**config.mk**
```make
export PLATFORM = sky130hd
export DESIGN_NAME = sram_lane_ctrl
export DESIGN_NICKNAME = d
export VERILOG_FILES = /design/src/rtl/sram_ctrl_pkg.sv /design/src/rtl/sram_seq_fsm.sv /design/src/rtl/sram_pin_drive.sv /design/src/rtl/sram_rd_capture.sv /design/src/rtl/sram_lane_ctrl.sv
export SDC_FILE = /design/constraint.sdc
export NUM_CORES = 1
export LEC_CHECK = 0
export BUFFER_PORTS_ARGS = -buffer_cell sky130_fd_sc_hd__buf_2
export CAP_MARGIN = 20
export CORE_MARGIN = 10
export CORE_UTILIZATION = 35
export CTS_CLUSTER_DIAMETER = 50
export DETAILED_ROUTE_END_ITERATION = 8
export GPL_TIMING_DRIVEN = 0
export HOLD_SLACK_MARGIN = 0.08
export PLACE_DENSITY = 0.76
export SYNTH_ARGS = -nofsm -noshare
export SYNTH_HDL_FRONTEND = slang
export SYNTH_SLANG_ARGS = --single-unit
export TNS_END_PERCENT = 30
```
**constraint.sdc**
```tcl
create_clock -name clk -period 4.2 [get_ports clk]
set_input_delay 0.84 -clock clk [delete_from_list [all_inputs] [get_ports clk]]
set_output_delay 0.84 -clock clk [all_outputs]
set_load 0.01 [all_outputs]
```
**src/rtl/sram_ctrl_pkg.sv**
```systemverilog
// Shared phase type and elaboration-time helpers for the static RAM sequencer.
package sram_ctrl_pkg;

    typedef enum logic [2:0] {
        PH_IDLE,
        PH_WSETUP,
        PH_WPULSE,
        PH_WHOLD,
        PH_RACC,
        PH_GAP
    } phase_e;

    // Integer division rounded toward +infinity.
    function automatic int ceil_div(input int num, input int den);
        return (num + den - 1) / den;
    endfunction

    function automatic int max3(input int a, input int b, input int c);
        int m;
        m = (a > b) ? a : b;
        return (m > c) ? m : c;
    endfunction

    function automatic int at_least_one(input int v);
        return (v < 1) ? 1 : v;
    endfunction

endpackage

```
**src/rtl/sram_seq_fsm.sv**
```systemverilog
// Phase sequencer: walks setup/pulse/hold for writes and access for reads,
// then one idle gap. Assumes counts >= 1 (guaranteed by the top).
module sram_seq_fsm
    import sram_ctrl_pkg::*;
#(
    parameter int PULSE_CYC = 1,
    parameter int HOLD_CYC  = 1,
    parameter int ACC_CYC   = 2
) (
    input  logic   clk,
    input  logic   rst_n,
    input  logic   start,
    input  logic   start_wr,
    output phase_e phase_q,
    output phase_e phase_d,
    output logic   cap_en,
    output logic   ready
);
    localparam int MAXC  = max3(PULSE_CYC, HOLD_CYC, ACC_CYC);
    localparam int CNT_W = $clog2(MAXC + 1);
    localparam logic [CNT_W-1:0] PULSE_LAST = CNT_W'(PULSE_CYC - 1);
    localparam logic [CNT_W-1:0] HOLD_LAST  = CNT_W'(HOLD_CYC - 1);
    localparam logic [CNT_W-1:0] ACC_LAST   = CNT_W'(ACC_CYC - 1);

    logic [CNT_W-1:0] cnt_q, cnt_d;

    // Next phase and in-phase cycle count.
    always_comb begin
        phase_d = phase_q;
        cnt_d   = '0;
        case (phase_q)
            PH_IDLE:   if (start) phase_d = start_wr ? PH_WSETUP : PH_RACC;
            PH_WSETUP: phase_d = PH_WPULSE;
            PH_WPULSE: if (cnt_q == PULSE_LAST) phase_d = PH_WHOLD;
                       else cnt_d = cnt_q + 1'b1;
            PH_WHOLD:  if (cnt_q == HOLD_LAST) phase_d = PH_GAP;
                       else cnt_d = cnt_q + 1'b1;
            PH_RACC:   if (cnt_q == ACC_LAST) phase_d = PH_GAP;
                       else cnt_d = cnt_q + 1'b1;
            PH_GAP:    phase_d = PH_IDLE;
            default:   phase_d = PH_IDLE;
        endcase
    end

    // Phase and counter registers.
    always_ff @(posedge clk) begin
        if (!rst_n) begin
            phase_q <= PH_IDLE;
            cnt_q   <= '0;
        end else begin
            phase_q <= phase_d;
            cnt_q   <= cnt_d;
        end
    end

    assign ready  = (phase_q == PH_IDLE);
    assign cap_en = (phase_q == PH_RACC) && (cnt_q == ACC_LAST);

    // A started operation always leaves idle on the next edge.
    assert_start_leaves_idle_R2: assert property (@(posedge clk) disable iff (!rst_n)
        start |=> (phase_q != PH_IDLE));

endmodule

```
**src/rtl/sram_pin_drive.sv**
```systemverilog
// RAM pin registers: strobes are registered from the next phase so each pin
// changes only at a clock edge, glitch free. Address and data load on accept.
module sram_pin_drive
    import sram_ctrl_pkg::*;
#(
    parameter int ADDR_W = 16,
    parameter int LANE_W = 8,
    parameter int LANES  = 4,
    localparam int DATA_W = LANE_W * LANES
) (
    input  logic              clk,
    input  logic              rst_n,
    input  phase_e            phase_d,
    input  logic              load,
    input  logic [ADDR_W-1:0] addr_in,
    input  logic [DATA_W-1:0] wdata_in,
    input  logic [LANES-1:0]  lane_sel,
    output logic [ADDR_W-1:0] ram_addr,
    output logic [DATA_W-1:0] ram_dq_out,
    output logic [LANES-1:0]  ram_cs_n,
    output logic              ram_we_n,
    output logic              ram_oe_n,
    output logic              ram_dq_oe
);
    logic sel_phase;
    assign sel_phase = (phase_d == PH_WPULSE) || (phase_d == PH_WHOLD) || (phase_d == PH_RACC);

    // Address and write data latch when a request is taken.
    always_ff @(posedge clk) begin
        if (!rst_n) begin
            ram_addr   <= '0;
            ram_dq_out <= '0;
        end else if (load) begin
            ram_addr   <= addr_in;
            ram_dq_out <= wdata_in;
        end
    end

    // Shared strobes follow the upcoming phase.
    always_ff @(posedge clk) begin
        if (!rst_n) begin
            ram_we_n  <= 1'b1;
            ram_oe_n  <= 1'b1;
            ram_dq_oe <= 1'b0;
        end else begin
            ram_we_n  <= !(phase_d == PH_WPULSE);
            ram_oe_n  <= !(phase_d == PH_RACC);
            ram_dq_oe <= (phase_d == PH_WSETUP) || (phase_d == PH_WPULSE) || (phase_d == PH_WHOLD);
        end
    end

    for (genvar g = 0; g < LANES; g++) begin : g_lane
        // Per-lane select: low only for masked-in lanes during an active phase.
        always_ff @(posedge clk) begin
            if (!rst_n) ram_cs_n[g] <= 1'b1;
            else        ram_cs_n[g] <= !(lane_sel[g] && sel_phase);
        end
    end

    assert_no_bus_fight_R6: assert property (@(posedge clk) disable iff (!rst_n)
        ram_dq_oe |-> ram_oe_n);
    assert_we_with_bus_R6: assert property (@(posedge clk) disable iff (!rst_n)
        !ram_we_n |-> ram_dq_oe);
    assert_oe_excludes_we_R7: assert property (@(posedge clk) disable iff (!rst_n)
        !ram_oe_n |-> ram_we_n);
    assert_we_ends_write_R5: assert property (@(posedge clk) disable iff (!rst_n)
        $rose(ram_we_n) |-> ($stable(ram_cs_n) && ram_dq_oe && $stable(ram_dq_out)));

endmodule

```
**src/rtl/sram_rd_capture.sv**
```systemverilog
// Read capture: registers the RAM bus at the end of the access window,
// zeroing unselected lanes, and raises a one-cycle valid.
module sram_rd_capture #(
    parameter int LANE_W = 8,
    parameter int LANES  = 4,
    localparam int DATA_W = LANE_W * LANES
) (
    input  logic              clk,
    input  logic              rst_n,
    input  logic              cap_en,
    input  logic [LANES-1:0]  lane_sel,
    input  logic [DATA_W-1:0] ram_dq_in,
    output logic              rsp_valid,
    output logic [DATA_W-1:0] rsp_rdata
);
    // Valid strobe follows the capture enable by one edge.
    always_ff @(posedge clk) begin
        if (!rst_n) rsp_valid <= 1'b0;
        else        rsp_valid <= cap_en;
    end

    for (genvar g = 0; g < LANES; g++) begin : g_lane
        // Lane byte: sampled when selected, zero otherwise.
        always_ff @(posedge clk) begin
            if (!rst_n)
                rsp_rdata[g*LANE_W +: LANE_W] <= '0;
            else if (cap_en)
                rsp_rdata[g*LANE_W +: LANE_W] <= lane_sel[g] ? ram_dq_in[g*LANE_W +: LANE_W] : '0;
        end
    end

    assert_rsp_single_R8: assert property (@(posedge clk) disable iff (!rst_n)
        rsp_valid |=> !rsp_valid);

endmodule

```
**src/rtl/sram_lane_ctrl.sv**
```systemverilog
// Top: request handshake, lane-mask latch and timing-count derivation for a
// byte-selectable asynchronous static RAM. Assumes ram_dq_in is settled by
// the end of the access window; external tri-state uses ram_dq_oe.
module sram_lane_ctrl
    import sram_ctrl_pkg::*;
#(
    parameter int ADDR_W     = 16,
    parameter int LANE_W     = 8,
    parameter int LANES      = 4,
    parameter int CLK_NS     = 10,
    parameter int T_PULSE_NS = 10,
    parameter int T_SETUP_NS = 8,
    parameter int T_AEND_NS  = 10,
    parameter int T_HOLD_NS  = 2,
    parameter int T_ACC_NS   = 15,
    parameter int T_OEACC_NS = 8,
    localparam int DATA_W    = LANE_W * LANES
) (
    input  logic              clk,
    input  logic              rst_n,
    input  logic              req_valid,
    output logic              req_ready,
    input  logic              req_write,
    input  logic [ADDR_W-1:0] req_addr,
    input  logic [DATA_W-1:0] req_wdata,
    input  logic [LANES-1:0]  req_bmask,
    output logic              rsp_valid,
    output logic [DATA_W-1:0] rsp_rdata,
    output logic [ADDR_W-1:0] ram_addr,
    output logic [LANES-1:0]  ram_cs_n,
    output logic              ram_we_n,
    output logic              ram_oe_n,
    output logic [DATA_W-1:0] ram_dq_out,
    input  logic [DATA_W-1:0] ram_dq_in,
    output logic              ram_dq_oe
);
    localparam int PULSE_CYC = at_least_one(max3(ceil_div(T_PULSE_NS, CLK_NS),
                                                 ceil_div(T_SETUP_NS, CLK_NS),
                                                 ceil_div(T_AEND_NS, CLK_NS) - 1));
    localparam int HOLD_CYC  = at_least_one(ceil_div(T_HOLD_NS, CLK_NS));
    localparam int ACC_CYC   = at_least_one(max3(ceil_div(T_ACC_NS, CLK_NS),
                                                 ceil_div(T_OEACC_NS, CLK_NS), 1));

    phase_e           phase_q, phase_d;
    logic             accept, cap_en;
    logic [LANES-1:0] mask_q, mask_d;

    assign accept = req_valid && req_ready;
    assign mask_d = accept ? req_bmask : mask_q;

    // Lane mask held for the whole operation, including the capture edge.
    always_ff @(posedge clk) begin
        if (!rst_n)      mask_q <= '0;
        else if (accept) mask_q <= req_bmask;
    end

    sram_seq_fsm #(
        .PULSE_CYC (PULSE_CYC),
        .HOLD_CYC  (HOLD_CYC),
        .ACC_CYC   (ACC_CYC)
    ) u_fsm (
        .clk      (clk),
        .rst_n    (rst_n),
        .start    (accept),
        .start_wr (req_write),
        .phase_q  (phase_q),
        .phase_d  (phase_d),
        .cap_en   (cap_en),
        .ready    (req_ready)
    );

    sram_pin_drive #(
        .ADDR_W (ADDR_W),
        .LANE_W (LANE_W),
        .LANES  (LANES)
    ) u_pins (
        .clk        (clk),
        .rst_n      (rst_n),
        .phase_d    (phase_d),
        .load       (accept),
        .addr_in    (req_addr),
        .wdata_in   (req_wdata),
        .lane_sel   (mask_d),
        .ram_addr   (ram_addr),
        .ram_dq_out (ram_dq_out),
        .ram_cs_n   (ram_cs_n),
        .ram_we_n   (ram_we_n),
        .ram_oe_n   (ram_oe_n),
        .ram_dq_oe  (ram_dq_oe)
    );

    sram_rd_capture #(
        .LANE_W (LANE_W),
        .LANES  (LANES)
    ) u_cap (
        .clk       (clk),
        .rst_n     (rst_n),
        .cap_en    (cap_en),
        .lane_sel  (mask_q),
        .ram_dq_in (ram_dq_in),
        .rsp_valid (rsp_valid),
        .rsp_rdata (rsp_rdata)
    );

    // Checker counters: length of the current low run on write and output enable.
    localparam int WCW = $clog2(PULSE_CYC + 2);
    localparam int OCW = $clog2(ACC_CYC + 2);
    logic [WCW-1:0] we_low_cnt;
    logic [OCW-1:0] oe_low_cnt;

    // Count consecutive cycles of active strobes for window checks.
    always_ff @(posedge clk) begin
        if (!rst_n) begin
            we_low_cnt <= '0;
            oe_low_cnt <= '0;
        end else begin
            we_low_cnt <= ram_we_n ? '0 : we_low_cnt + 1'b1;
            oe_low_cnt <= ram_oe_n ? '0 : oe_low_cnt + 1'b1;
        end
    end

    assert_pulse_len_R4: assert property (@(posedge clk) disable iff (!rst_n)
        $rose(ram_we_n) |-> (we_low_cnt == WCW'(PULSE_CYC)));
    assert_access_len_R7: assert property (@(posedge clk) disable iff (!rst_n)
        $rose(ram_oe_n) |-> (oe_low_cnt == OCW'(ACC_CYC)));
    assert_addr_data_steady_R3: assert property (@(posedge clk) disable iff (!rst_n)
        !ram_we_n |-> ($stable(ram_addr) && $stable(ram_dq_out)));
    assert_gap_then_ready_R9: assert property (@(posedge clk) disable iff (!rst_n)
        rsp_valid |-> (!req_ready && ram_oe_n && (ram_cs_n == '1)) ##1 req_ready);

endmodule

```
==> reports/metrics.csv, run 1 <==
metric,value,unit
synth-compound-area-share,0.180,
clock-skew-final,13.7,ps
synth_top_family_by_area,compound AO/OA/AOI/OAI gates,
synth_nets,465,
gp_congestion,0.796,
post_cts_resized,0,
rows,35,
yosysMostFrequentCell,nand2_1,
grt_pass1_wl,17000,µm
core,0.00933,mm²
clock_sinks,97,
dp_hpwl,8590,µm
area_growth,36.6,%
critPathMaxFanout,10,
worst_pin_slew,536,ps
synth-simple-area-share,0.172,
worstReg2RegStart,u_fsm.phase_q[1],
hp-class,flop to flop,
io_pins,177,
numPortBuffers,176,
report.power.total,0.00188,W
clk_pin_slew_worst_paths,100,ps
num_vias,3292,
startpoint,u_fsm.phase_q[2],
startpoint_type,flop,
ys_types,26,
synth_top_cell_by_area,dfxtp_1,
ys_top_cells_by_count,"105 x nand2_1, 97 x dfxtp_1, 56 x a21oi_1, 32 x a22o_1, 14 x buf_2",
min_period,2220,ps
vdd_drop_max,0.231,mV
setup-tns-final,0,ps
hold_start,u_pins.ram_addr[5],
drive_gt1_frac,0.373,
fp.dieW,118,µm
setup_slack,1980,ps
synth_xor_area_frac,0,
syn_avg_cell_area,9.08,µm²
path_class,flop to output pin,
nNetsFinal,652,
outcome,completed,
die_area,0.0140,mm²
preCtsSetupSlack,1960,ps
grt-ovfl-total,0,
report.final.setup_viol,0,
wirelength,10700,µm
critPathCaptureType,output pin,
max_freq,450,MHz
fin_util,0.496,
cts_setup_buffers,0,
cts_made_buffers,9,
synth_area_leaders,"dfxtp_1 57%, nand2_1 12%, a21oi_1 8.3%, a22o_1 8.3%, buf_2 2.1%",
synth-seq-cells,97,
syn_inst,373,
p_per_area,406,mW/mm²
first_pass_iters,4,
ys.flop_type,dfxtp_1,
yosysTopAreaCellShare,0.573,
required,3360,ps
grtUsageTotal,0.145,
yosysSeqAreaShare,0.573,
drtAntennaViolNets,0,
drt-initial-drc-count,156,
slew_headroom,0.641,
cts_root_buf,clkbuf_8,
die_h,118,µm
clock_latency,350,ps
cts_tree,built,
grt_max_degree,18,
ctsHoldBuffers,0,
antenna_found_initial,1,
rsz0062_at_grt,false,
cap_violations,0,
synthAdderAreaFrac,0.0148,
clockBufferDepth,2,
fin_crit_sh,0.529,
synth_edf_count,0,
cp_data_arrival_time,1380,ps
initial_utilization,0.363,
htree_levels,3,
synth_area,0.00339,mm²
avgViaCountPerCell,4.74,
hold_viol_final,0,
grt_pass1_vias,3349,
async_flop_share,0,
synthMuxAreaShare,0.0159,
wire_per_inst,15.4,µm
yosysWarnings,0,
slew_viol_final,0,
drc,0,
nFillCells,903,
p_leak,2.26,nW
routing by layer:
| layer | global-route usage | up-vias | part of all wire |
|---|---|---|---|
| li1 | - | 1635 | - |
| met1 | 0.167 | 1496 | 0.43 |
| met2 | 0.243 | 153 | 0.45 |
| met3 | 0.0609 | 8 | 0.11 |
| met4 | 0.0366 | 0 | 0.0091 |
| met5 | 0 | - | 0 |
power breakdown:
group | internal (W) | switching (W)
clock network | 0.000258 | 0.000341
registers | 0.000970 | 0.0000222
logic | 0.000116 | 0.000172
total | 0.00134 | 0.000535
cells in the final DEF, fill, tap and decap left out, types with 2 or more instances in the layout:
master | netlist | routed
a31oi_1 | 2 | 2
ha_1 | 4 | 4
a32oi_1 | 2 | 2
inv_1 | 6 | 6
inv_6 | 0 | 4
dfxtp_1 | 97 | 97
a21oi_1 | 56 | 56
o21ai_0 | 3 | 3
a22o_1 | 32 | 32
nor2_1 | 11 | 11
and3_1 | 6 | 6
clkbuf_1 | 12 | 12
or3_1 | 3 | 3
mux2i_1 | 2 | 2
mux2_2 | 3 | 3
nand3_1 | 3 | 3
clkbuf_8 | 0 | 11
buf_2 | 14 | 190
nand2_1 | 105 | 105
nor2b_1 | 4 | 4
cell families after synthesis:
kind of cell / Yosys count
adders and majority gates: 4
muxes: 5
buffers and inverters: 34
DFF: 97
and+or+nand+nor: 137
AOI/OAI and AO/OA: 96
cell type report:
| type | instances | area [µm²] | area share |
|---|---|---|---|
| Antenna cell | 1 | 2.50 | 0.000541 |
| Buffer | 28 | 126 | 0.0273 |
| Clock buffer | 11 | 151 | 0.0327 |
| Clock inverter | 5 | 43.8 | 0.00946 |
| Inverter | 6 | 22.5 | 0.00487 |
| Multi-Input combinational cell | 242 | 1300 | 0.280 |
| Sequential cell | 97 | 1940 | 0.420 |
| Tap cell | 129 | 161 | 0.0349 |
| Timing Repair Buffer | 176 | 881 | 0.190 |
registers in the layout (all words and copies together), names as in the netlist:
register           flops
u_cap.rsp_valid        1
u_pins.ram_oe_n        1
u_fsm.phase_q          3
mask_q                 4
u_pins.ram_we_n        1
u_cap.rsp_rdata       32
u_fsm.cnt_q            2
u_pins.ram_dq_out     32
u_pins.ram_dq_oe       1
u_pins.ram_cs_n        4
u_pins.ram_addr       16
worst max-delay path, stage by stage, from the launching register on:
cell	delay (ps)
dfxtp_1	410
clkbuf_1	340
nor3_1	130
buf_2	160
final timing paths:
check,slack (ps),depth (start not counted),to
worst min register to register,460,2,u_pins.ram_addr[5]
worst min-delay path,460,2,u_pins.ram_addr[5]
worst max-delay path,1980,3,req_ready
worst max register to register,2330,6,u_cap.rsp_rdata[3]
through the flow:
step	instances	area, µm²	hold slack, ps
final	695	4630	456
after global routing	694	4630	472
after CTS	694	4630	457
after detailed placement	678	4430	443
after global placement	678	4430	439
after floorplan	373	3390	464
Power figures use the tool's default switching activity.
==> run 2: changes to the inputs <==
Settings changed: ABC_AREA from default to 1, PLACE_DENSITY 0.76 to 0.77.
Clock period 4.2 ns to 2 ns, I/O delays scaled along.
==> reports/metrics.csv, run 2 <==
metric,value,unit,change
die_h,121,µm,was 118 µm
yosysTopAreaCellShare,0.540,,was 0.573
slew_viol_final,0,,unchanged
outcome,completed,,unchanged
num_vias,3632,,was 3292
drt-initial-drc-count,196,,was 156
report.power.total,0.00417,W,was 0.00188 W
hp-class,input port to flop,,was flop to flop
clock_latency,360,ps,was 350 ps
drtAntennaViolNets,0,,unchanged
core,0.00991,mm²,was 0.00933 mm²
io_pins,177,,unchanged
ys_top_cells_by_count,"97 x dfxtp_1, 93 x nand2_1, 85 x nand3_1, 53 x a21oi_1, 29 x o21ai_1",,"was 105 x nand2_1, 97 x dfxtp_1, 56 x a21oi_1, 32 x a22o_1, 14 x buf_2"
area_growth,34.8,%,was 36.6%
final_common_cell,buf_2,,unchanged
htree_levels,3,,unchanged
initial_utilization,0.363,,about the same
syn_avg_cell_area,8.29,µm²,was 9.08 µm²
cts_made_buffers,9,,unchanged
nFillCells,968,,was 903
critPathMaxFanout,10,,unchanged
synth-seq-cells,97,,unchanged
numPortBuffers,174,,was 176
rsz0062_at_grt,false,,unchanged
synth_top_cell_by_area,dfxtp_1,,unchanged
antenna_found_initial,1,,unchanged
drive_gt1_frac,0.365,,was 0.373
cts_tree,built,,unchanged
startpoint_type,flop,,unchanged
placedCellCount,741,,was 678
avgViaCountPerCell,4.79,,was 4.74
clock-skew-final,10.4,ps,was 13.7 ps
die_area,0.0147,mm²,was 0.0140 mm²
grt_max_degree,19,,was 18
p_per_area,860,mW/mm²,was 406 mW/mm²
wire_per_inst,15.4,µm,about the same
max_freq,554,MHz,
ys_types,27,,was 26
layout_common_cells,"192 x buf_2, 97 x dfxtp_1, 93 x nand2_1, 85 x nand3_1, 53 x a21oi_1",,"was 190 x buf_2, 105 x nand2_1, 97 x dfxtp_1, 56 x a21oi_1, 32 x a22o_1"
p_leak,2.19,nW,was 2.26 nW
post_cts_resized,0,,unchanged
largestRegisters,"u_cap.rsp_rdata (32), u_pins.ram_dq_out (32), u_pins.ram_addr (16)",,unchanged
synth_edf_count,0,,unchanged
ctsHoldBuffers,0,,unchanged
required,1600,ps,was 3360 ps
slew_headroom,0.689,,was 0.641
drc,0,,unchanged
yosysWarnings,0,,unchanged
setup-tns-final,0,ps,unchanged
clock_sinks,97,,unchanged
nNetsFinal,712,,was 652
first_pass_iters,4,,unchanged
synth_area,0.00360,mm²,was 0.00339 mm²
clockBufferDepth,2,,unchanged
stdcell_area,0.00485,mm²,was 0.00463 mm²
setup_slack,195,ps,was 1980 ps
async_flop_share,0,,unchanged
stdcell_count,759,,was 695
yosysMostFrequentCell,dfxtp_1,,was nand2_1
synth_area_leaders,"dfxtp_1 54%, nand3_1 12%, nand2_1 9.7%, a21oi_1 7.4%, o21ai_1 4.0%",,"was dfxtp_1 57%, nand2_1 12%, a21oi_1 8.3%, a22o_1 8.3%, buf_2 2.1%"
clk_pin_slew_worst_paths,100,ps,about the same
preCtsSetupSlack,312,ps,was 1960 ps
hold_viol_final,0,,unchanged
cts_root_buf,clkbuf_8,,unchanged
grt_pass1_wl,18200,µm,was 17000 µm
cap_violations,0,,unchanged
rr_worst_depth,6,,unchanged
syn_inst,434,,was 373
ys.flop_type,dfxtp_1,,unchanged
grt-ovfl-total,0,,unchanged
rows,36,,was 35
post_dp_cell_area,0.00464,mm²,was 0.00443 mm²
wirelength,11700,µm,was 10700 µm
cts_setup_buffers,1,,was 0
grtUsageTotal,0.151,,was 0.145
critPathCaptureType,output pin,,unchanged
whs_path_depth,3,,was 2
vdd_drop_max,0.347,mV,was 0.231 mV
cp_data_arrival_time,1400,ps,was 1380 ps
worst_pin_slew,467,ps,was 536 ps
report.final.setup_viol,0,,unchanged
grt_pass1_vias,3709,,was 3349
min_period,1800,ps,
dp_hpwl,9090,µm,was 8590 µm
path_class,flop to output pin,,unchanged
fin_crit_sh,0.902,,
gp_congestion,0.786,,was 0.796
yosysSeqAreaShare,0.540,,was 0.573
synth_nets,526,,was 465
fp.dieW,121,µm,was 118 µm
run 2: cell count changes in the layout (fill, tap and decap cells not counted), sizes merged, moves of 6 or more:
cell / before / now
nand3: 3 / 89
a22o: 32 / 0
o21ai: 4 / 33
buf: 192 / 203
nand2: 105 / 96
and3: 6 / 0
clkbuf: 23 / 17
run 2: logic make-up after synthesis:
logic type | count (synthesis) | share of synthesized area
AND/OR/NAND/NOR | 198 | 0.258
flip-flops | 97 | 0.540
AO/OA/AOI/OAI | 90 | 0.129
buffers and inverters | 45 | 0.0591
adder cells (fa/ha/maj) | 4 | 0.0139
run 2: layout make-up:
| type | count | area [µm²] | share of cell area |
|---|---|---|---|
| Inverter | 9 | 36.3 | 0.00748 |
| Clock inverter | 7 | 81.3 | 0.0168 |
| Multi-Input combinational cell | 292 | 1440 | 0.298 |
| Clock buffer | 9 | 124 | 0.0255 |
| Sequential cell | 97 | 1940 | 0.400 |
| Timing Repair Buffer | 175 | 878 | 0.181 |
| Tap cell | 133 | 166 | 0.0343 |
| Antenna cell | 1 | 2.50 | 0.000516 |
| Buffer | 36 | 176 | 0.0364 |
run 2: power breakdown:
part / internal (W) / switching [W]
registers: 0.00204 / 0.0000571
clock network: 0.000604 / 0.000730
logic: 0.000286 / 0.000455
total: 0.00293 / 0.00124
run 2: metrics by stage:
| stage | util | hold slack, ps |
|---|---|---|
| detailed placement | 0.468 | 454 |
| CTS | 0.489 | 271 |
| global route | 0.489 | 261 |
| finish | 0.490 | 293 |
| floorplan | - | 487 |
| global placement | 0.468 | 448 |
run 2: critical path, cell delays in order, from the launching register on:
cell and delay, ps:
dfxtp_1 380, inv_2 90, nand2_2 70, nor2_4 120, buf_2 210, buf_2 160
run 2: worst paths after layout:
check / startpoint / endpoint / slack (ps)
max: u_fsm.phase_q[1] / req_ready / 200
min: ram_dq_in[18] / u_cap.rsp_rdata[18] / 290
max reg2reg: u_fsm.cnt_q[0] / u_pins.ram_cs_n[1] / 500
min reg2reg: u_pins.ram_dq_out[13] / u_pins.ram_dq_out[13] / 470
run 2: routing by layer:
| metal | track usage | vias up | wire length [µm] |
|---|---|---|---|
| met5 | 0 | - | 0 |
| met4 | 0.0410 | 0 | 29 |
| met3 | 0.0661 | 2 | 1100 |
| li1 | - | 1843 | - |
| met2 | 0.247 | 125 | 5540 |
| met1 | 0.177 | 1662 | 5040 |
==> run 3: changes to the inputs <==
==> constraint.sdc (replaced) <==
create_clock -name clk -period 2 [get_ports clk]
set_input_delay 0.5 -clock clk [delete_from_list [all_inputs] [get_ports clk]]
set_output_delay 0.5 -clock clk [all_outputs]
set_load 0.01 [all_outputs]
==> reports/metrics.csv, run 3 (synthesis gave the netlist of run 2 again) <==
metric,value,unit,change
clock-skew-final,10.4,ps,unchanged
hp-class,input port to flop,,unchanged
wire_per_inst,15.4,µm,about the same
report.final.setup_viol,0,,unchanged
holdWs,393,ps,was 293 ps
first_pass_iters,4,,unchanged
cts_tree,built,,unchanged
slew_viol_final,0,,unchanged
drt-initial-drc-count,196,,unchanged
fp.dieW,121,µm,unchanged
clk_pin_slew_worst_paths,100,ps,about the same
wirelength,11700,µm,about the same
post_dp_cell_area,0.00464,mm²,unchanged
rows,36,,unchanged
avgViaCountPerCell,4.79,,unchanged
drive_gt1_frac,0.365,,unchanged
startpoint_type,flop,,unchanged
min_period,1880,ps,was 1800 ps
rsz0062_at_grt,false,,unchanged
slew_headroom,0.689,,unchanged
core,0.00991,mm²,unchanged
critPathCaptureType,output pin,,unchanged
cp_data_arrival_time,1380,ps,was 1400 ps
grt-ovfl-total,0,,unchanged
report.power.total,0.00417,W,about the same
setup_slack,116,ps,was 195 ps
gp_congestion,0.786,,unchanged
initial_utilization,0.363,,unchanged
grt_pass1_wl,18200,µm,unchanged
grt_max_degree,19,,unchanged
fin_crit_sh,0.942,,was 0.902
dp_hpwl,9090,µm,unchanged
worst_pin_slew,467,ps,unchanged
cts_made_buffers,9,,unchanged
ctsHoldBuffers,0,,unchanged
num_vias,3632,,unchanged
hold_viol_final,0,,unchanged
nNetsFinal,712,,unchanged
max_freq,531,MHz,was 554 MHz
path_class,flop to output pin,,unchanged
stdcell_area,0.00485,mm²,about the same
numPortBuffers,174,,unchanged
layout_common_cells,"191 x buf_2, 97 x dfxtp_1, 93 x nand2_1, 85 x nand3_1, 53 x a21oi_1",,"was 192 x buf_2, 97 x dfxtp_1, 93 x nand2_1, 85 x nand3_1, 53 x a21oi_1"
die_h,121,µm,unchanged
drc,0,,unchanged
area_growth,34.9,%,was 34.8%
p_leak,2.19,nW,about the same
antenna_found_initial,1,,unchanged
die_area,0.0147,mm²,unchanged
critPathMaxFanout,10,,unchanged
io_pins,177,,unchanged
drtAntennaViolNets,0,,unchanged
htree_levels,3,,unchanged
cap_violations,0,,unchanged
preCtsSetupSlack,212,ps,was 312 ps
clock_latency,360,ps,about the same
cts_root_buf,clkbuf_8,,unchanged
p_per_area,860,mW/mm²,about the same
clock_sinks,97,,unchanged
grt_pass1_vias,3709,,unchanged
grtUsageTotal,0.151,,unchanged
largestRegisters,"u_cap.rsp_rdata (32), u_pins.ram_dq_out (32), u_pins.ram_addr (16)",,unchanged
outcome,completed,,unchanged
vdd_drop_max,0.347,mV,unchanged
required,1500,ps,was 1600 ps
nFillCells,968,,unchanged
clockBufferDepth,2,,unchanged
setup-tns-final,0,ps,unchanged
final_common_cell,buf_2,,unchanged
-- run 3: cell count changes in the layout (fill, tap and decap cells not counted), sizes merged --
cell,before,now
buf,203,202
clkbuf,17,18
-- run 3: metal layers --
layer | GRT usage | up-vias | routed length (µm)
li1 | - | 1843 | -
met1 | 0.177 | 1662 | 5030
met2 | 0.247 | 125 | 5540
met3 | 0.0661 | 2 | 1100
met4 | 0.0410 | 0 | 29
met5 | 0 | - | 0
-- run 3: power breakdown --
part	switching (W)	leakage, nW	internal [W]
clock	0.000729	0.107	0.000604
combinational	0.000456	1.30	0.000288
sequential	0.0000571	0.790	0.00204
total	0.00124	2.19	0.00293
-- run 3: final timing paths --
| check | end | startpoint | depth (start not counted) | slack [ps] |
|---|---|---|---|---|
| max | req_ready | u_fsm.phase_q[1] | 5 | 120 |
| min | u_cap.rsp_rdata[18] | ram_dq_in[18] | 3 | 390 |
| max reg2reg | u_pins.ram_cs_n[1] | u_fsm.cnt_q[0] | 6 | 500 |
| min reg2reg | u_pins.ram_dq_out[13] | u_pins.ram_dq_out[13] | 2 | 470 |
-- run 3: per-stage QoR --
step / std cells / utilization
floorplan: 434 / -
global placement: 741 / 0.468
detailed placement: 741 / 0.468
CTS: 758 / 0.489
global route: 758 / 0.490
finish: 759 / 0.490
-- run 3: critical path: stages (launching register included) --
cell,delay (ps)
dfxtp_1,380
inv_2,90
nand2_2,70
nor2_4,130
clkbuf_4,200
buf_2,150
-- run 3: what timing repair did --
item / in CTS / in global routing
setup buffers: 1 / 0
endpoints found under the setup margin: 1 / 1
resized for setup: 0 / 1
pin swaps: 1 / 0
-- run 3: cell type report --
type	instances	area, µm²	share of cell area
Clock buffer	9	124	0.0255
Antenna cell	1	2.50	0.000516
Inverter	9	36.3	0.00748
Multi-Input combinational cell	292	1440	0.297
Clock inverter	7	81.3	0.0168
Buffer	36	179	0.0369
Timing Repair Buffer	175	878	0.181
Sequential cell	97	1940	0.400
Tap cell	133	166	0.0343
